===== config.mk =====
export PLATFORM = sky130hd
export DESIGN_NAME = xlat_cache
export DESIGN_NICKNAME = d
export VERILOG_FILES = /design/src/rtl/xlat_cache.sv
export SDC_FILE = /design/constraint.sdc
export NUM_CORES = 2
export LEC_CHECK = 0
export ABC_AREA = 0
export BUFFER_PORTS_ARGS = -buffer_cell sky130_fd_sc_hd__buf_2
export CAP_MARGIN = 30
export CORE_UTILIZATION = 50
export CTS_CLUSTER_SIZE = 28
export DETAILED_ROUTE_END_ITERATION = 10
export PLACE_DENSITY = 0.66
export SLEW_MARGIN = 0
export SYNTH_ARGS = -nofsm -noshare
export SYNTH_HDL_FRONTEND = slang
export SYNTH_SLANG_ARGS = --single-unit
export TNS_END_PERCENT = 10

===== constraint.sdc =====
create_clock -name clk -period 9.5 [get_ports clk]
set_clock_uncertainty 0.05 [all_clocks]
set_input_delay 0.475 -clock clk [delete_from_list [all_inputs] [get_ports clk]]
set_output_delay 0.475 -clock clk [all_outputs]
set_load 0.02 [all_outputs]

===== src/rtl/xlat_cache.sv =====
module xlat_cache #(
  parameter int ENTRIES = 32,
  parameter int PID_W   = 8,
  parameter int VA_W    = 32,
  parameter int PA_W    = 32,
  parameter int OFF_W   = 12
) (
  input  logic                  clk,
  input  logic                  rst_n,
  input  logic [PID_W-1:0]      lk_pid,
  input  logic [VA_W-1:0]       lk_va,
  output logic                  lk_hit,
  output logic [PA_W-1:0]       lk_pa,
  input  logic                  fill_en,
  input  logic [PID_W-1:0]      fill_pid,
  input  logic [VA_W-OFF_W-1:0] fill_vpn,
  input  logic [PA_W-OFF_W-1:0] fill_ppn,
  input  logic                  flush_en,
  input  logic                  flush_all,
  input  logic [PID_W-1:0]      flush_pid
);
  localparam int VPN_W = VA_W - OFF_W;
  localparam int PPN_W = PA_W - OFF_W;
  localparam int IDX_W = (ENTRIES > 1) ? $clog2(ENTRIES) : 1;

  logic [PID_W-1:0] t_pid [ENTRIES];
  logic [VPN_W-1:0] t_vpn [ENTRIES];
  logic [PPN_W-1:0] t_ppn [ENTRIES];
  logic [ENTRIES-1:0] vld;
  logic [IDX_W-1:0] ptr;

  logic [PPN_W-1:0] hit_ppn;
  logic             dup, free;
  logic [IDX_W-1:0] dup_idx, free_idx, tgt;

  always_comb begin
    lk_hit  = 1'b0;
    hit_ppn = '0;
    for (int i = 0; i < ENTRIES; i++)
      if (vld[i] && t_pid[i] == lk_pid && t_vpn[i] == lk_va[VA_W-1:OFF_W]) begin
        lk_hit  = 1'b1;
        hit_ppn = hit_ppn | t_ppn[i];
      end
  end

  assign lk_pa = {hit_ppn, lk_va[OFF_W-1:0]};

  always_comb begin
    dup = 1'b0; dup_idx = '0;
    free = 1'b0; free_idx = '0;
    for (int i = ENTRIES - 1; i >= 0; i--) begin
      if (vld[i] && t_pid[i] == fill_pid && t_vpn[i] == fill_vpn) begin
        dup = 1'b1; dup_idx = IDX_W'(i);
      end
      if (!vld[i]) begin
        free = 1'b1; free_idx = IDX_W'(i);
      end
    end
  end

  assign tgt = dup ? dup_idx : (free ? free_idx : ptr);

  wire do_fill = fill_en && !flush_en;

  always_ff @(posedge clk or negedge rst_n)
    if (!rst_n) begin
      vld <= '0;
      ptr <= '0;
    end else if (flush_en) begin
      for (int i = 0; i < ENTRIES; i++)
        if (flush_all || t_pid[i] == flush_pid) vld[i] <= 1'b0;
    end else if (do_fill) begin
      vld[tgt] <= 1'b1;
      if (!dup && !free)
        ptr <= (ptr == IDX_W'(ENTRIES - 1)) ? '0 : ptr + 1'b1;
    end

  always_ff @(posedge clk)
    if (do_fill) begin
      t_pid[tgt] <= fill_pid;
      t_vpn[tgt] <= fill_vpn;
      t_ppn[tgt] <= fill_ppn;
    end
endmodule


# == Yosys cells after proc, flatten, opt, wreduce, memory -nomap -nowiden ==
# Memories as Yosys holds them, arrays and structs flattened.
# Cells that the tools add are included.
# op_classes
n_addsub,1
magnitude_cmp,2
n_eq_ne,193
mux,233
bitwise_logic,33
n_reduce_logical,200
# op_table
op,n
== test 20 bit,64
== test 8 bit,96
2-to-1 mux 20 bit,32
OR 20 bit,31
2-to-1 mux 5 bit,67
logical AND 1 bit,131
2-to-1 mux 1 bit,131
2-to-1 mux 32 bit,2
"!= test 2 x 1 -> 1 bit, second input constant",32
AND reduction 2 bit,32
logical OR 1 bit,32
OR 32 bit,1
"< comparator 5 x 6 -> 1 bit, second input constant",1
"adder 5 x 1 -> 5 bit, second input constant",1
demux 1 bit (select 5 bit),1
"== test 5 bit, second input constant",1
">= comparator 5 x 1 -> 1 bit, second input constant",1
logical NOT 1 bit,3
AND reduction 3 bit,1
nonzero test 2 bit,1
inverter 1 bit,1
# totals
regBits,37
ramBits,1536
inputBits,101
out_inout_bits,33
elab_cells,698
n_memories,3
# mem_list
memory,depth,word_bits,read_ports,rd_clocked_by_memory_dff,write_ports,line_no,rtl
t_ppn,32,20,32,0,1,28,logic [PPN_W-1:0] t_ppn [ENTRIES];
t_vpn,32,20,32,0,1,27,logic [VPN_W-1:0] t_vpn [ENTRIES];
t_pid,32,8,32,0,1,26,logic [PID_W-1:0] t_pid [ENTRIES];

# == Longest topological paths before layout ==
# depth
ltp_word,66
mapped_depth,16

# == Worst setup path before layout ==
# No wires, ideal clock.
# synth_timing
kind,input -> register
start,input fill_vpn[8]
end,memory t_pid[24][0] (enable)
setup_time_ns,0.525
arrival_time_ns,6.166
required_time_ns,8.925
setup_slack_ns,2.759
stages,12
path_buffers,3
cell_sequence,buf_4 -> buf_6 -> xnor2_1 -> nor3b_1 -> and4_1 -> or4b_1 -> nor4_2 -> a41o_1 -> o32a_1 -> nand2_1 -> buf_2 -> nor3b_1
# synth_between
elab_chain_cells,35
# synth_rtl
item,line_no,rtl
"start, declared",16,"input logic [VA_W-OFF_W-1:0] fill_vpn,"
== test 20 bit,52,if (vld[i] && t_pid[i] == fill_pid && t_vpn[i] == fill_vpn) begin
logical AND 1 bit,52,
2-to-1 mux 5 bit / 2-to-1 mux 1 bit (equally long branches) (32 in a row),52,
2-to-1 mux 5 bit *,61,assign tgt = dup ? dup_idx : (free ? free_idx : ptr);
"end, declared",26,
# Every way passes the cells marked *; elsewhere a longest branch is shown, timed or not.

# == Worst setup path in the final report ==
# layout_timing
start,input fill_pid[6]
end,memory t_ppn[3][18] (netlist name) (enable)
# layout_between
elab_chain_cells,36
# layout_rtl
item,line_no,rtl
"start, declared",15,"input logic [PID_W-1:0] fill_pid,"
== test 8 bit,52,
logical AND 1 bit (2 in a row),52,
2-to-1 mux 5 bit / 2-to-1 mux 1 bit (equally long branches) (32 in a row),52,
2-to-1 mux 5 bit *,61,
"end, declared",28,
# Marked as above.

==> flow_metrics.env <==
export IMPL_status="finished clean"
export IMPL_gr_total_overflow=0
export IMPL_syn_area_um2=78600
export IMPL_peakVddDrop_uv=202
export IMPL_grt_first_pass_wirelength_um=418000
export IMPL_clock_fmax_mhz=159
export IMPL_fp_dieW_um=399
export IMPL_cp_arrival_ns=6.69
export IMPL_yosys_most_used_dff="edfxtp_1"
export IMPL_crit_top_cell="buf_4"
export IMPL_internal_power_mw=12.0
export IMPL_drc=0
export IMPL_dp_hpwl_um=182000
export IMPL_synth_compound_area_share_pct=4.53
export IMPL_cp_start_kind="input port"
export IMPL_ys_seq_area_share_pct=59.8
export IMPL_maxSlewViolCount=0
export IMPL_hold_viol_final=0
export IMPL_critPathRequiredTime_ns=9.91
export IMPL_cp_cell_sequence="buf_4 > buf_4 > xnor2_1 > nand4b_1 > nor4b_1 > nand4_1 > nand3_1 > a311oi_1 > o311ai_1 > nand3b_1 > nand2_1 > nand2_1 > nor2_4 > buf_4"
export IMPL_via_per_inst=6.79
export IMPL_p_sw_share_pct=24.1
export IMPL_cp_slowest_cell="nor2_4"
export IMPL_critPathBufInv=3
export IMPL_final_core_util_pct=56.2
export IMPL_numCtsBuffers=169
export IMPL_core_area_um2=156000
export IMPL_cts_tree="built"
export IMPL_yosys_top_cells_area="edfxtp_1 59%, xnor2_1 12%, xor2_1 10%"
export IMPL_yosys_area_top_type="edfxtp_1"
export IMPL_rsz0062_at_grt="no"
export IMPL_fillers=12600
export IMPL_clock_power_share_pct=43.1
export IMPL_cts_reportedPaths_clkPinSlew_ns=0.06
export IMPL_wirelength_um=305000
export IMPL_initial_utilization_pct=50.3
export IMPL_drtIter0Drc=8122
export IMPL_hp_class="input port to register"
export IMPL_worstHoldPathCells=1
export IMPL_synth_xor_area_share_pct=22.7
export IMPL_track_usage_pct=37.9
export IMPL_cts_num_sinks=1573
export IMPL_yosys_area_top_type_share_pct=58.7
export IMPL_path_delay_family="simple AND/OR/NAND/NOR gates"
export IMPL_portBuffers=109
export IMPL_syn_inst=5837
export IMPL_clk_latency_ns=0.83
export IMPL_synth_cell_types=67
export IMPL_clockRootBuffer="clkbuf_16"
export IMPL_grt_max_degree=50
export IMPL_ctsResizeCount=0
export IMPL_ys_seq_elements=1573
export IMPL_drtAntennaViolNets=0
export IMPL_dieArea_um2=159000
export IMPL_gp_congestion=1.00
export IMPL_path_max_fanout=40
export IMPL_io_pin_count=134
export IMPL_power_density_nw_per_um2=180
export IMPL_maxCapViolations=0
export IMPL_timing_slew_headroom_pct=28.4
export IMPL_syn_avg_cell_area_um2=13.5
export IMPL_drive_above_1_share_pct=10.8
export IMPL_wire_per_inst_um=37.5
export IMPL_synthesis_nets=5940
export IMPL_synthAdderAreaFrac_pct=0.0318
export IMPL_synth_top_family_by_area="XOR/XNOR gates"
export IMPL_final_nets=6047
export IMPL_leakagePower_nw=27.5
export IMPL_die_height_um=399
export IMPL_finalPower_mw=15.8
export IMPL_ff2ff_path_depth=13
export IMPL_cts_max_path_buffers=3
export IMPL_vias=55300
export IMPL_min_period_over_period_pct=66.1
export IMPL_async_flop_share_pct=2.35
export IMPL_syn2layout_area_growth_pct=11.6
export IMPL_synth_mux_area_fraction_pct=0.0430
export IMPL_tightestPinTransition_ns=1.07
export IMPL_antenna_found_initial=9
export IMPL_critPathCaptureType="register"
export IMPL_cp_depth=14
export IMPL_max_stage_delay_ns=0.80
export IMPL_ctsHtreeMaxLevel=4
export IMPL_p_seq_share_pct=48.6
export IMPL_min_period_ns=6.28
export IMPL_totalNegativeSetupSlack_ns=0
export IMPL_synth_edf_count=1536
export IMPL_grt_pass1_vias=52800
export IMPL_num_rows=145
export IMPL_ys_warn_count=0
export IMPL_whs_ns=0.0785
export IMPL_drt_pass1_iterations=8
export IMPL_p_sw_mw=3.81
export IMPL_critPathKind="input port to register"
export IMPL_yosys_area_share_simple_pct=10.4
export IMPL_power_share_combinational_pct=8.2
export IMPL_final_setup_viol_count=0
-- placed cells by master (no fill, tap or decap), types with 16 or more instances in the layout --
cell type / count
a22o_1: 85
a221oi_1: 81
nor2_1: 60
dfrtp_1: 37
nor2_4: 16
clkinv_1: 18
bufinv_16: 19
clkinv_2: 31
xor2_1: 921
xnor2_1: 1117
nand2b_1: 24
nor3b_1: 34
buf_2: 45
nor3_1: 51
inv_1: 25
a21oi_1: 18
a22oi_1: 160
nand2_1: 114
edfxtp_1: 1536
or4_1: 32
nand3_1: 151
nor4b_1: 24
nor4_1: 288
o21ai_0: 49
nor4_2: 34
o21a_1: 16
or2_2: 32
nand4_1: 454
buf_4: 224
clkbuf_1: 33
clkbuf_16: 174
-- kinds of logic (layout without fill, tap and decap cells) --
| family | count (synthesis) | after routing |
|---|---|---|
| fa+ha+maj | 2 | 2 |
| flops | 1573 | 1573 |
| other cells | 0 | 3 |
| compound gates | 463 | 463 |
| simple gates | 1379 | 1379 |
| xor+xnor | 2039 | 2039 |
| buf+inv | 378 | 622 |
| mux | 3 | 3 |
-- flip-flops by register name, summed over array words and instances (netlist names) --
name   count
vld       32
t_pid    256
t_ppn    640
ptr        5
t_vpn    640
-- power groups by stage --
stage               clock network, mW  registers (mW)  logic [mW]
finish                           6.82            7.69        1.30
global route                     7.09            7.69        1.32
CTS                              6.84            7.69        1.26
detailed placement                  0            7.83        1.25
global placement                    0            7.83        1.23
floorplan                           0            7.82       0.702
-- path summary, 6_finish.rpt --
path	startpoint	end	slack [ns]
max	fill_pid[6]	t_ppn[3][18]	3.22
min	fill_pid[2]	t_pid[13][2]	0.08
max reg2reg	t_vpn[30][0]	t_ppn[22][13]	3.42
min reg2reg	ptr[2]	ptr[2]	0.52
max in group asynchronous	rst_n	vld[28]	8.47
min in group asynchronous	rst_n	vld[17]	0.33
-- what timing repair did --
| action | 4_1_cts | 5_1_grt |
|---|---|---|
| hold buffers | 1 | 0 |
| hold endpoints to repair | 37 | 0 |
| buffers inserted | 0 | 0 |
-- synth_stat cells (all sizes together) (3+ instances only) --
cell,number
a2111oi,5
a21boi,4
a21oi,18
a221oi,81
a22o,85
a22oi,160
a41o,6
and3,7
and3b,7
and4,4
buf,239
clkbuf,114
dfrtp,37
edfxtp,1536
inv,25
mux2,3
nand2,114
nand2b,25
nand3,151
nand3b,5
nand4,454
nand4b,13
nor2,76
nor2b,11
nor3,52
nor3b,40
nor4,322
nor4b,24
o2111ai,4
o211ai,4
o21a,16
o21ai,56
o21bai,3
o22ai,3
or2,34
or4,32
or4b,3
xnor2,1118
xor2,921
-- through the flow --
stage                     std cells  area [um^2]  setup WS [ns]
final                          8142        87800           3.22
after floorplan                5837        78600           2.76
after global routing           8139        87700           3.30
after CTS                      8137        87700           3.57
after detailed placement       7828        82000           2.76
after global placement         7816        81700           2.68
-- final cells by class --
cell class / instances / area [um^2] / share of cell area [%]
Clock buffer: 220 / 4660 / 5.31
Antenna cell: 3 / 7.51 / 0.00855
Clock inverter: 88 / 997 / 1.14
Tap cell: 2058 / 2570 / 2.93
Sequential cell: 1573 / 47100 / 53.6
Inverter: 25 / 93.8 / 0.107
Timing Repair Buffer: 289 / 2360 / 2.69
Multi-Input combinational cell: 3886 / 30000 / 34.2
-- layer usage --
metal | vias to the layer above | part of all wire (%) | GRT usage (%)
met1 | 27800 | 37 | 50.5
li1 | 22100 | - | -
met3 | 1057 | 12 | 7.91
met2 | 4327 | 44 | 57.8
met4 | 8 | 6.5 | 21.1
met5 | - | 0.016 | 0
(Power assumes the default switching activity.)
